===== src/rtl/rtc_event_irq.sv =====
module rtc_event_irq #(
  parameter int TIME_W  = 21,
  parameter int DATE_W  = 19,
  parameter int DATA_W  = 32,
  parameter int ADDR_W  = 3,
  parameter int UPD_BIT = 31
) (
  input  logic              clk,
  input  logic              rst_n,
  input  logic [TIME_W-1:0] cur_time,
  input  logic [DATE_W-1:0] cur_date,
  input  logic              sec_tick,
  input  logic              cal_start,
  input  logic              cal_done,
  input  logic              cmp_hit,
  input  logic              reg_we,
  input  logic [ADDR_W-1:0] reg_addr,
  input  logic [DATA_W-1:0] reg_wdata,
  output logic [DATA_W-1:0] reg_rdata,
  output logic              irq,
  output logic              upd_req
);
  localparam int NSRC = 5;
  localparam int SEC_BIT = 3;
  localparam logic [ADDR_W-1:0] A_EVT   = ADDR_W'(0);
  localparam logic [ADDR_W-1:0] A_EN    = ADDR_W'(1);
  localparam logic [ADDR_W-1:0] A_STAT  = ADDR_W'(2);
  localparam logic [ADDR_W-1:0] A_ATIME = ADDR_W'(3);
  localparam logic [ADDR_W-1:0] A_ADATE = ADDR_W'(4);
  localparam logic [NSRC-1:0] SEC_MASK = NSRC'(1) << SEC_BIT;

  logic [NSRC-1:0]   flag, en, src, clr, stat;
  logic [TIME_W-1:0] atime;
  logic [DATE_W-1:0] adate;
  logic              match, match_q, alarm_hit, evt_we;
  logic              unused_wbits;

  assign unused_wbits = ^reg_wdata;

  assign match     = (cur_time == atime) && (cur_date == adate);
  assign alarm_hit = match && !match_q;
  assign src       = {alarm_hit, sec_tick, cmp_hit, cal_done, cal_start};
  assign evt_we    = reg_we && (reg_addr == A_EVT);
  assign clr       = evt_we ? reg_wdata[NSRC-1:0] : '0;

  always_ff @(posedge clk or negedge rst_n) begin
    if (!rst_n) begin
      flag    <= '0;
      en      <= '0;
      atime   <= '0;
      adate   <= '0;
      match_q <= 1'b0;
      upd_req <= 1'b0;
    end else begin
      flag    <= (flag & ~clr) | src;
      match_q <= match;
      upd_req <= evt_we && reg_wdata[UPD_BIT];
      if (reg_we && reg_addr == A_EN)    en    <= reg_wdata[NSRC-1:0];
      if (reg_we && reg_addr == A_ATIME) atime <= reg_wdata[TIME_W-1:0];
      if (reg_we && reg_addr == A_ADATE) adate <= reg_wdata[DATE_W-1:0];
    end
  end

  assign irq  = |(flag & en);
  assign stat = (flag & en) | (flag & SEC_MASK);

  always_comb begin
    reg_rdata = '0;
    case (reg_addr)
      A_EVT:   reg_rdata = {{(DATA_W-NSRC){1'b0}}, flag};
      A_EN:    reg_rdata = {{(DATA_W-NSRC){1'b0}}, en};
      A_STAT:  reg_rdata = {{(DATA_W-NSRC){1'b0}}, stat};
      A_ATIME: reg_rdata = {{(DATA_W-TIME_W){1'b0}}, atime};
      A_ADATE: reg_rdata = {{(DATA_W-DATE_W){1'b0}}, adate};
      default: reg_rdata = '0;
    endcase
  end

  AST_SET_WINS: assert property (@(posedge clk) disable iff (!rst_n)
    (|src) |=> ((flag & $past(src)) == $past(src)));
  AST_W1C_CLEARS: assert property (@(posedge clk) disable iff (!rst_n)
    evt_we |=> ((flag & $past(clr & ~src)) == '0));
  AST_IRQ_CAUSE: assert property (@(posedge clk) disable iff (!rst_n)
    $rose(irq) |-> ($past(|src) || $past(reg_we && reg_addr == A_EN)));
  AST_UPD_FROM_CMD: assert property (@(posedge clk) disable iff (!rst_n)
    upd_req |-> $past(evt_we && reg_wdata[UPD_BIT]));
  AST_ALARM_EDGE: assert property (@(posedge clk) disable iff (!rst_n)
    alarm_hit |=> !alarm_hit);
endmodule


===== config.mk =====
export PLATFORM = sky130hd
export DESIGN_NAME = rtc_event_irq
export DESIGN_NICKNAME = d
export VERILOG_FILES = /design/src/rtl/rtc_event_irq.sv
export SDC_FILE = /design/constraint.sdc
export NUM_CORES = 1
export LEC_CHECK = 0
export BUFFER_PORTS_ARGS = -buffer_cell sky130_fd_sc_hd__buf_2
export CORE_MARGIN = 5
export CORE_UTILIZATION = 53
export CTS_BUF_LIST = sky130_fd_sc_hd__clkbuf_8 sky130_fd_sc_hd__clkbuf_16
export DETAILED_ROUTE_END_ITERATION = 10
export HOLD_SLACK_MARGIN = 0.12
export PLACE_DENSITY_LB_ADDON = 0.1
export SETUP_SLACK_MARGIN = 0.02
export SKIP_CTS_REPAIR_TIMING = 1
export SLEW_MARGIN = 20
export SYNTH_ARGS = -nofsm -noshare
export SYNTH_HDL_FRONTEND = slang
export SYNTH_SLANG_ARGS = --single-unit

===== constraint.sdc =====
create_clock -name clk -period 3.5 [get_ports clk]
set_input_delay 0.35 -clock clk [delete_from_list [all_inputs] [get_ports clk]]
set_output_delay 0.35 -clock clk [all_outputs]
set_load 0.05 [all_outputs]

==> flow_metrics.tcl, run 1 <==
set metrics [dict create \
    first_pass_iters 6 \
    clk-insertion-delay-late_ns 0.30 \
    ys_seq_area_share_pct 43.73 \
    diodes 0 \
    cp_num_buf_inv 2 \
    ios 116 \
    dieArea_um2 7212 \
    avgViaCountPerCell 5.328 \
    r2r_start "adate[7]" \
    crit_type "in2out" \
    place_inst 397 \
    io_buffers 94 \
    synthMostInstantiatedCell "dfrtp_1" \
    die_w_um 84.93 \
    clock_path_buffers 2 \
    pre_cts_ws_ns 1.315 \
    setup_viol 0 \
    tns_ns 0 \
    grt-ovfl-total 0 \
    status "complete, no violations" \
    yosys-top-cells-count "dfrtp_1 (52), xor2_1 (40), mux2_2 (25)" \
    layout_min_cycle_time_ns 2.174 \
    fin_ws_ns 1.326 \
    cp_common_cell "buf_2" \
    numCtsBuffers 5 \
    fin_crit_sh_pct 62.13 \
    synth_top_cell_area_share_pct 43.73 \
    synth-edff-count 0 \
    end_kind "primary output" \
    seqCellArea_um2 1301 \
    grt_max_degree 36 \
    antenna_found_initial 0 \
    start_util_pct 54.37 \
    vias 2158 \
    wl_per_cell_um 16.80 \
    cts.clk_slew.worst_paths_ns 0.09 \
    path_max_fanout 15 \
    wl_met2_mm 3.385 \
    multiInputGateArea_um2 1550 \
    leakage_nw 1.792 \
    fill_cells 483 \
    irDropWorstVdd_mv 0.2603 \
    top_layer_used "met4" \
    finalMaxSlewViolations 0 \
    ys_ff_latch 52 \
    crit_family "simple AND/OR/NAND/NOR gates" \
    crit_chain "buf_2 -> nand2b_4 -> nor2_2 -> a22o_1 -> buf_2" \
    synth_area_um2 2975 \
    cts_num_sinks 52 \
    drc 0 \
    fin_worst_skew_ns 0.009490 \
    rows 27 \
    powerDensity_nw_per_um2 482.4 \
    synth_area_leaders "dfrtp_1 (44%), xor2_1 (12%), mux2_4 (10%)" \
    gp_congestion 0.8336 \
    instances_no_fill 405 \
    cts_root_buffer "clkbuf_8" \
    area_growth_pct 18.33 \
    ant_nets 0 \
    drt_iter0_markers 81 \
    grt_setup_unrepaired "false" \
    coreArea_um2 5473 \
    synth_area_per_cell_um2 12.45 \
    relSlewSlack_pct 49.50 \
    grt_pass1_vias 2205 \
    fmax_ghz 0.4599 \
    fin_nets 414 \
    min_path_type "in2async" \
    synth_ff_type "dfrtp_1" \
    ctsHtreeMaxLevel 2 \
    reg2reg_slack_ns 1.79 \
    drive_gt1_share_pct 46.55 \
    chipHeight_um 84.93 \
    grt_pass1_wl_mm 10.96 \
    cts_tree "built" \
    dr_wl_met3_um 514 \
    worstPathArrival_ns 1.82 \
    place_hpwl_mm 5.200 \
    required_ns 3.15 \
    finalHoldViolations 0 \
    synth_cell_types 36 \
    cap_violations 0 \
    synthCells 239 \
    slowest_stage "nor2_2" \
    drt-total-wl_mm 6.805 \
    grt_usage_pct 19.24 \
    r2r-end "flag[4]" \
    yosysTopAreaCell "dfrtp_1" \
    wirelength_met1_mm 2.819 \
    async_flop_share_pct 100.0 \
    tightest_slew_ns 0.7575 \
    ff2ff_path_depth 4 \
    critPathMaxStageDelay_ns 0.56 \
    ys_warn_count 0 \
    crit_path_start_kind "input pin" \
]
==> layout by cell type, fill, tap and decap left out, types with 3 or more instances in the layout <==
| cell | synthesis | final |
|---|---|---|
| xor2_1 | 40 | 40 |
| and2_1 | 3 | 3 |
| mux2i_1 | 3 | 3 |
| a21o_1 | 4 | 4 |
| buf_2 | 3 | 94 |
| o21ai_0 | 3 | 3 |
| mux2_4 | 20 | 20 |
| a2bb2oi_1 | 3 | 3 |
| nand2_1 | 11 | 11 |
| dfrtp_1 | 52 | 52 |
| a22o_1 | 14 | 14 |
| conb_1 | 1 | 11 |
| clkbuf_8 | 0 | 6 |
| nor4_1 | 10 | 10 |
| inv_1 | 2 | 4 |
| mux2_2 | 25 | 25 |
| o22ai_1 | 5 | 5 |
==> worst max path at each step <==
stage                      from             to  slack (ns)  depth (start not counted)
floorplan           reg_addr[1]   reg_rdata[0]        1.24                          4
global placement    reg_addr[0]   reg_rdata[0]        1.33                          6
detailed placement  reg_addr[0]   reg_rdata[0]        1.31                          6
CTS                 reg_addr[0]   reg_rdata[0]        1.32                          6
global route        reg_addr[0]   reg_rdata[0]        1.21                          6
finish              reg_addr[0]  reg_rdata[15]        1.33                          5
==> cell type report <==
cell class                      count  area share [%]
Clock buffer                        6           2.345
Clock inverter                      2          0.2132
Inverter                            3          0.3198
Multi-Input combinational cell    175           44.03
Sequential cell                    52           36.96
Tap cell                           72           2.559
Timing Repair Buffer               95           13.57
==> worst reg2reg max path: stages, from the launching register on <==
cell,delay [ns]
dfrtp_1,0.41
xor2_1,0.18
nor4_1,0.51
nand4_1,0.24
o31ai_1,0.28
==> per-stage QoR <==
stage                     hold WS (ns)  power [mW]  util (%)  instance area (µm²)
after detailed placement        0.4664       1.371     62.69                 3431
final                           0.1085       1.699     64.33                 3521
after global placement          0.4691       1.355     62.69                 3431
after CTS                       0.1404       1.714     64.33                 3521
after floorplan                0.05441       1.226         -                 3013
after global routing            0.1816       1.795     64.33                 3521
==> power breakdown <==
group          switching [mW]  total [mW]  internal [mW]
Clock                   0.187       0.343          0.156
Combinational           0.271       0.522          0.251
Sequential              0.117       0.834          0.717
==> registers in the layout, summed over array words and instances, names as in the netlist <==
| register | count |
|---|---|
| flag | 5 |
| atime | 21 |
| match_q | 1 |
| adate | 19 |
| upd_req | 1 |
| en | 5 |
==> cells by family (layout without fill, tap and decap cells) <==
group,Yosys count,in the layout,share of synthesized area (%)
AO/OA/AOI/OAI,35,35,9.041
XOR/XNOR,41,41,12.07
buffers and inverters,22,106,5.425
flip-flops,52,52,43.73
multiplexers,48,48,20.56
other,1,11,0.1260
AND/OR/NAND/NOR,40,40,9.042
==> layer usage <==
layer  up-vias  GRT usage, %
li1       1019             -
met1      1056         24.89
met2        76         32.95
met3         7         3.689
met4         0         5.324
met5         -             0
Note: power is estimated with default switching activity, not from simulation.
==> run 2, diff against run 1 <==
- ABC_AREA: not set -> 1
- CORE_UTILIZATION: 53 -> 50
- clock period: 3.5 -> 2.15 ns (I/O delays scaled with it)
==> run 2 against run 1 <==
Critical path depth up 1. Worst hold slack gained 0.037 ns. Via count increased by 32%. Highest routed layer unchanged. Total power is 79% higher. Sequential cell count stayed put. Non-clock buffer count grew 11. Largest cell class unchanged. Sequential power grew 52%.
==> flow_metrics.tcl, run 2 <==
set metrics [dict create \
    status "complete, no violations" \
    ys_seq_area_share_pct 41.52 \
    synthCells 413 \
    chipHeight_um 89.18 \
    synth_area_um2 3134 \
    pre_cts_ws_ns 0.3373 \
    place_hpwl_mm 5.961 \
    tns_ns 0 \
    worstPathArrival_ns 1.62 \
    io_buffers 94 \
    crit_path_start_kind "input pin" \
    setup_viol 0 \
    grt_usage_pct 20.80 \
    async_flop_share_pct 100.0 \
    finalHoldViolations 0 \
    rows 28 \
    p_int_mw 2.031 \
    fin_nets 597 \
    synth-edff-count 0 \
    start_util_pct 52.32 \
    place_area_um2 3608 \
    largest_register_ffs 21 \
    clock_path_buffers 2 \
    cts.clk_slew.worst_paths_ns 0.10 \
    clk-insertion-delay-late_ns 0.31 \
    vias 2853 \
    crit_type "in2out" \
    regMostFlops "atime" \
    synth_area_per_cell_um2 7.589 \
    grt_pass1_wl_mm 12.61 \
    dieArea_um2 7952 \
    cts_num_sinks 52 \
    ant_nets 0 \
    gp_congestion 0.8459 \
    reg_top3 "atime (21), adate (19)" \
    drive_gt1_share_pct 26.55 \
    design_area_um2 3827 \
    diodes 0 \
    p_sw_share_pct 33.01 \
    grt_setup_unrepaired "false" \
    pwr-share-seq_pct 42.0 \
    yosysTopAreaCell "dfrtp_1" \
    area_growth_pct 22.12 \
    drt-total-wl_mm 7.833 \
    fin_crit_sh_pct 85.51 \
    first_pass_iters 5 \
    fin_ws_ns 0.3116 \
    drc 0 \
    cts_tree "built" \
    ctsHtreeMaxLevel 2 \
    instances_no_fill 591 \
    die_w_um 89.18 \
    fmax_ghz 0.5439 \
    leakage_nw 2.119 \
    grt_pass1_vias 2743 \
    cts_root_buffer "clkbuf_8" \
    irDropWorstVdd_mv 0.3787 \
    path_max_fanout 10 \
    grt-ovfl-total 0 \
    min_path_type "in2reg" \
    synth_cell_types 30 \
    mostFrequentLayoutCell "nand2_1" \
    layout_common_cells "nand2_1 (138), buf_2 (94), inv_1 (62)" \
    p_comb_share_pct 27.9 \
    required_ns 1.93 \
    finalMaxSlewViolations 0 \
    fin_util_pct 63.89 \
    end_kind "primary output" \
    layout_min_cycle_time_ns 1.838 \
    synth_ff_type "dfrtp_1" \
    grt_max_degree 33 \
    synthMostInstantiatedCell "nand2_1" \
    fin_worst_skew_ns 0.006899 \
    place_inst 577 \
    numCtsBuffers 5 \
    p_switching_mw 1.001 \
    antenna_found_initial 0 \
    ios 116 \
    ys_ff_latch 52 \
    cap_violations 0 \
    wl_per_cell_um 13.25 \
    drt_iter0_markers 146 \
    p_clk_share_pct 30.1 \
    synth_top_cell_area_share_pct 41.52 \
    yosys-top-cells-count "nand2_1 (138), inv_1 (62), dfrtp_1 (52)" \
    powerDensity_nw_per_um2 792.3 \
    synth_area_leaders "dfrtp_1 (42%), nand2_1 (17%), inv_1 (7.4%)" \
    avgViaCountPerCell 4.827 \
    coreArea_um2 5991 \
    ys_warn_count 0 \
]
==> run 2: cell count changes in the layout (fill, tap and decap cells not counted), sizes merged, moves of 11 or more <==
cell   previous run  this run
a22o             14         3
inv               5        65
mux2             45         0
nand2            12       141
nor2              6        26
o21ai             3        57
xnor2             1        16
xor2             40         6
==> run 2: area by class of cell <==
cell class / instances / area, µm²
Fill cell: 556 / 2163
Sequential cell: 52 / 1301
Clock buffer: 5 / 68.82
Clock inverter: 3 / 90.09
Multi-Input combinational cell: 285 / 1451
Inverter: 65 / 246.5
Tap cell: 75 / 93.84
Timing Repair Buffer: 106 / 575.6
==> run 2: worst paths after layout <==
path                                endpoint  cells past startpoint          start  slack (ns)
max in group asynchronous          atime[14]                      3          rst_n        1.14
worst min-delay path               atime[20]                      3  reg_wdata[20]        0.15
worst min register to register     atime[12]                      2      atime[12]        0.50
min in group asynchronous           adate[7]                      2          rst_n        0.39
worst max-delay path            reg_rdata[5]                      6    reg_addr[0]        0.31
worst max register to register       flag[4]                     10       atime[2]        0.87
==> run 2: layer usage <==
| layer | GRT usage (%) | part of all wire [%] | up-vias |
|---|---|---|---|
| li1 | - | - | 1468 |
| met1 | 27.80 | 45 | 1282 |
| met2 | 34.43 | 46 | 92 |
| met3 | 4.424 | 7.5 | 11 |
| met4 | 5.413 | 1.2 | 0 |
| met5 | 0 | 0 | - |
==> run 2: power groups by stage <==
stage	Sequential [mW]	Clock, mW	Combinational (mW)
after global routing	1.30	0.963	0.955
final	1.27	0.912	0.846
after global placement	1.29	0	0.823
after CTS	1.27	0.931	0.842
after detailed placement	1.29	0	0.838
after floorplan	1.26	0	0.638
==> run 2: stage by stage <==
step | hold WS (ns) | total power, mW
floorplan | -0.08059 | 1.903
finish | 0.1457 | 3.032
CTS | -0.1524 | 3.046
global route | 0.1398 | 3.217
global placement | 0.1847 | 2.110
detailed placement | 0.1880 | 2.130
==> run 2: cells by family (layout without fill, tap and decap cells) <==
logic type,Yosys count,count (layout),share of synthesized area (%)
AO/OA/AOI/OAI,75,75,15.81
XOR/XNOR,22,22,6.148
buffers and inverters,86,179,13.37
flip-flops,52,52,41.52
other,1,11,0.1196
AND/OR/NAND/NOR,177,177,23.03
==> run 2: worst max-delay path: stages <==
cell	delay (ns)
buf_2	0.09
inv_1	0.12
nor3_4	0.41
inv_2	0.21
o21ai_0	0.26
buf_2	0.31
==> run 3, diff against run 2 <==
- CORE_UTILIZATION: 50 -> 45
- SLEW_MARGIN: 20 -> not set
- clock period: 2.15 -> 1.6 ns (I/O delays scaled with it)
==> run 3 against run 2 <==
Sequential power increased by 35%. Clock skew increased by 0.00086 ns. Critical path depth decreased by 3. Total power increased by 25%. Non-clock buffer count increased by 7. Critical path type is now reg2out. Cell area increased by 1.8%.
==> flow_metrics.tcl, run 3 (synthesis gave the netlist of run 2 again) <==
set metrics [dict create \
    irDropWorstVdd_mv 0.4921 \
    grt_setup_unrepaired "false" \
    dieArea_um2 8734 \
    numCtsBuffers 5 \
    first_pass_iters 4 \
    setup_viol 0 \
    grt-ovfl-total 0 \
    cts.clk_slew.worst_paths_ns 0.10 \
    pwr-share-seq_pct 45.5 \
    antenna_found_initial 0 \
    worstHoldEndpoint "adate[9]" \
    cap_violations 0 \
    required_ns 1.44 \
    fin_util_pct 57.33 \
    clk-insertion-delay-late_ns 0.30 \
    ant_nets 0 \
    grt_pass1_wl_mm 13.10 \
    diodes 0 \
    drive_gt1_share_pct 26.39 \
    grt_pass1_vias 2790 \
    ios 116 \
    instances_no_fill 619 \
    finalHoldViolations 0 \
    start_util_pct 46.13 \
    layout_min_cycle_time_ns 1.476 \
    drc 0 \
    fin_nets 604 \
    fin_worst_skew_ns 0.007763 \
    avgViaCountPerCell 4.619 \
    ff2ff_path_depth 10 \
    regMostFlops "atime" \
    chipHeight_um 93.46 \
    p_switching_mw 1.357 \
    end_kind "primary output" \
    r2r_start "atime[9]" \
    clock_path_buffers 2 \
    grt_usage_pct 19.01 \
    holdWs_ns 0.1134 \
    min_from "reg_wdata[9]" \
    ctsHtreeMaxLevel 2 \
    coreArea_um2 6794 \
    worstPathArrival_ns 1.32 \
    wl_per_cell_um 12.93 \
    p_clk_share_pct 24.0 \
    grt_max_degree 43 \
    cts_tree "built" \
    p_int_mw 2.432 \
    finalMaxSlewViolations 0 \
    p_comb_share_pct 30.5 \
    fmax_ghz 0.6773 \
    powerDensity_nw_per_um2 972.5 \
    io_buffers 94 \
    fin_crit_sh_pct 92.28 \
    rows 30 \
    status "complete, no violations" \
    place_inst 598 \
    tightest_slew_ns 0.6054 \
    path_max_fanout 4 \
    mostFrequentLayoutCell "nand2_1" \
    die_w_um 93.46 \
    cts_num_sinks 52 \
    area_growth_pct 24.27 \
    drt_iter0_markers 119 \
    vias 2859 \
    min_path_type "in2reg" \
    place_hpwl_mm 6.139 \
    drt-total-wl_mm 8.001 \
    reg2reg_slack_ns 0.25 \
    reg_top3 "atime (21), adate (19)" \
    p_sw_share_pct 35.81 \
    layout_common_cells "nand2_1 (138), buf_2 (93), inv_1 (62)" \
    relSlewSlack_pct 59.64 \
    crit_path_start_kind "register" \
    leakage_nw 2.130 \
    gp_congestion 0.8318 \
    crit_type "reg2out" \
    holdPathStages 3 \
    largest_register_ffs 21 \
    cts_root_buffer "clkbuf_8" \
    r2r-end "flag[4]" \
]
run 3: how the worst max path moves through the flow:
stage	start	endpoint	slack, ns	cells past startpoint
4_1_cts	flag[4]	irq	0.1	5
3_5_place_dp	reg_addr[0]	atime[20]	0.08	7
2_1_floorplan	reg_addr[0]	reg_rdata[10]	-0.30	4
6_report	en[0]	reg_rdata[0]	0.12	3
5_1_grt	reg_addr[0]	reg_rdata[3]	0.03	6
3_3_place_gp	reg_addr[0]	atime[19]	0.12	7
run 3: routing by layer:
metal / global-route usage [%] / wire length [µm] / part of all wire, % / up-vias
li1: - / - / - / 1472
met1: 25.89 / 3695 / 46 / 1313
met2: 30.97 / 3754 / 47 / 70
met3: 3.620 / 493 / 6.2 / 4
met4: 5.006 / 57 / 0.71 / 0
met5: 0 / 0 / 0 / -
run 3: cell type report:
type | count | area [µm²]
fill | 672 | 2899
multi-input combinational | 285 | 1455
sequential | 52 | 1301
timing repair buffer | 113 | 660.6
inverter | 65 | 246.5
tap | 96 | 120.1
clock buffer | 5 | 68.82
clock inverter | 3 | 42.54
run 3: power groups by stage:
| stage | registers, mW | clock network, mW | logic, mW |
|---|---|---|---|
| 2_1_floorplan | 1.70 | 0 | 0.859 |
| 3_3_place_gp | 1.74 | 0 | 1.11 |
| 3_5_place_dp | 1.74 | 0 | 1.13 |
| 4_1_cts | 1.72 | 0.932 | 1.14 |
| 5_1_grt | 1.75 | 0.984 | 1.30 |
| 6_report | 1.72 | 0.909 | 1.16 |
run 3: critical path: stages, from the launching register on:
cell and delay, ns:
dfrtp_1 0.43, o2111ai_1 0.24, nand4_1 0.11, buf_2 0.23
run 3: per-stage QoR:
stage	setup TNS, ns	setup slack [ns]	power [mW]	instance area (µm²)
2_1_floorplan	-1.553	-0.3030	2.558	3172
3_3_place_gp	0	0.1171	2.849	3647
3_5_place_dp	0	0.07981	2.878	3647
4_1_cts	0	0.09515	3.788	3759
5_1_grt	0	0.02688	4.040	3895
6_report	0	0.1236	3.788	3895
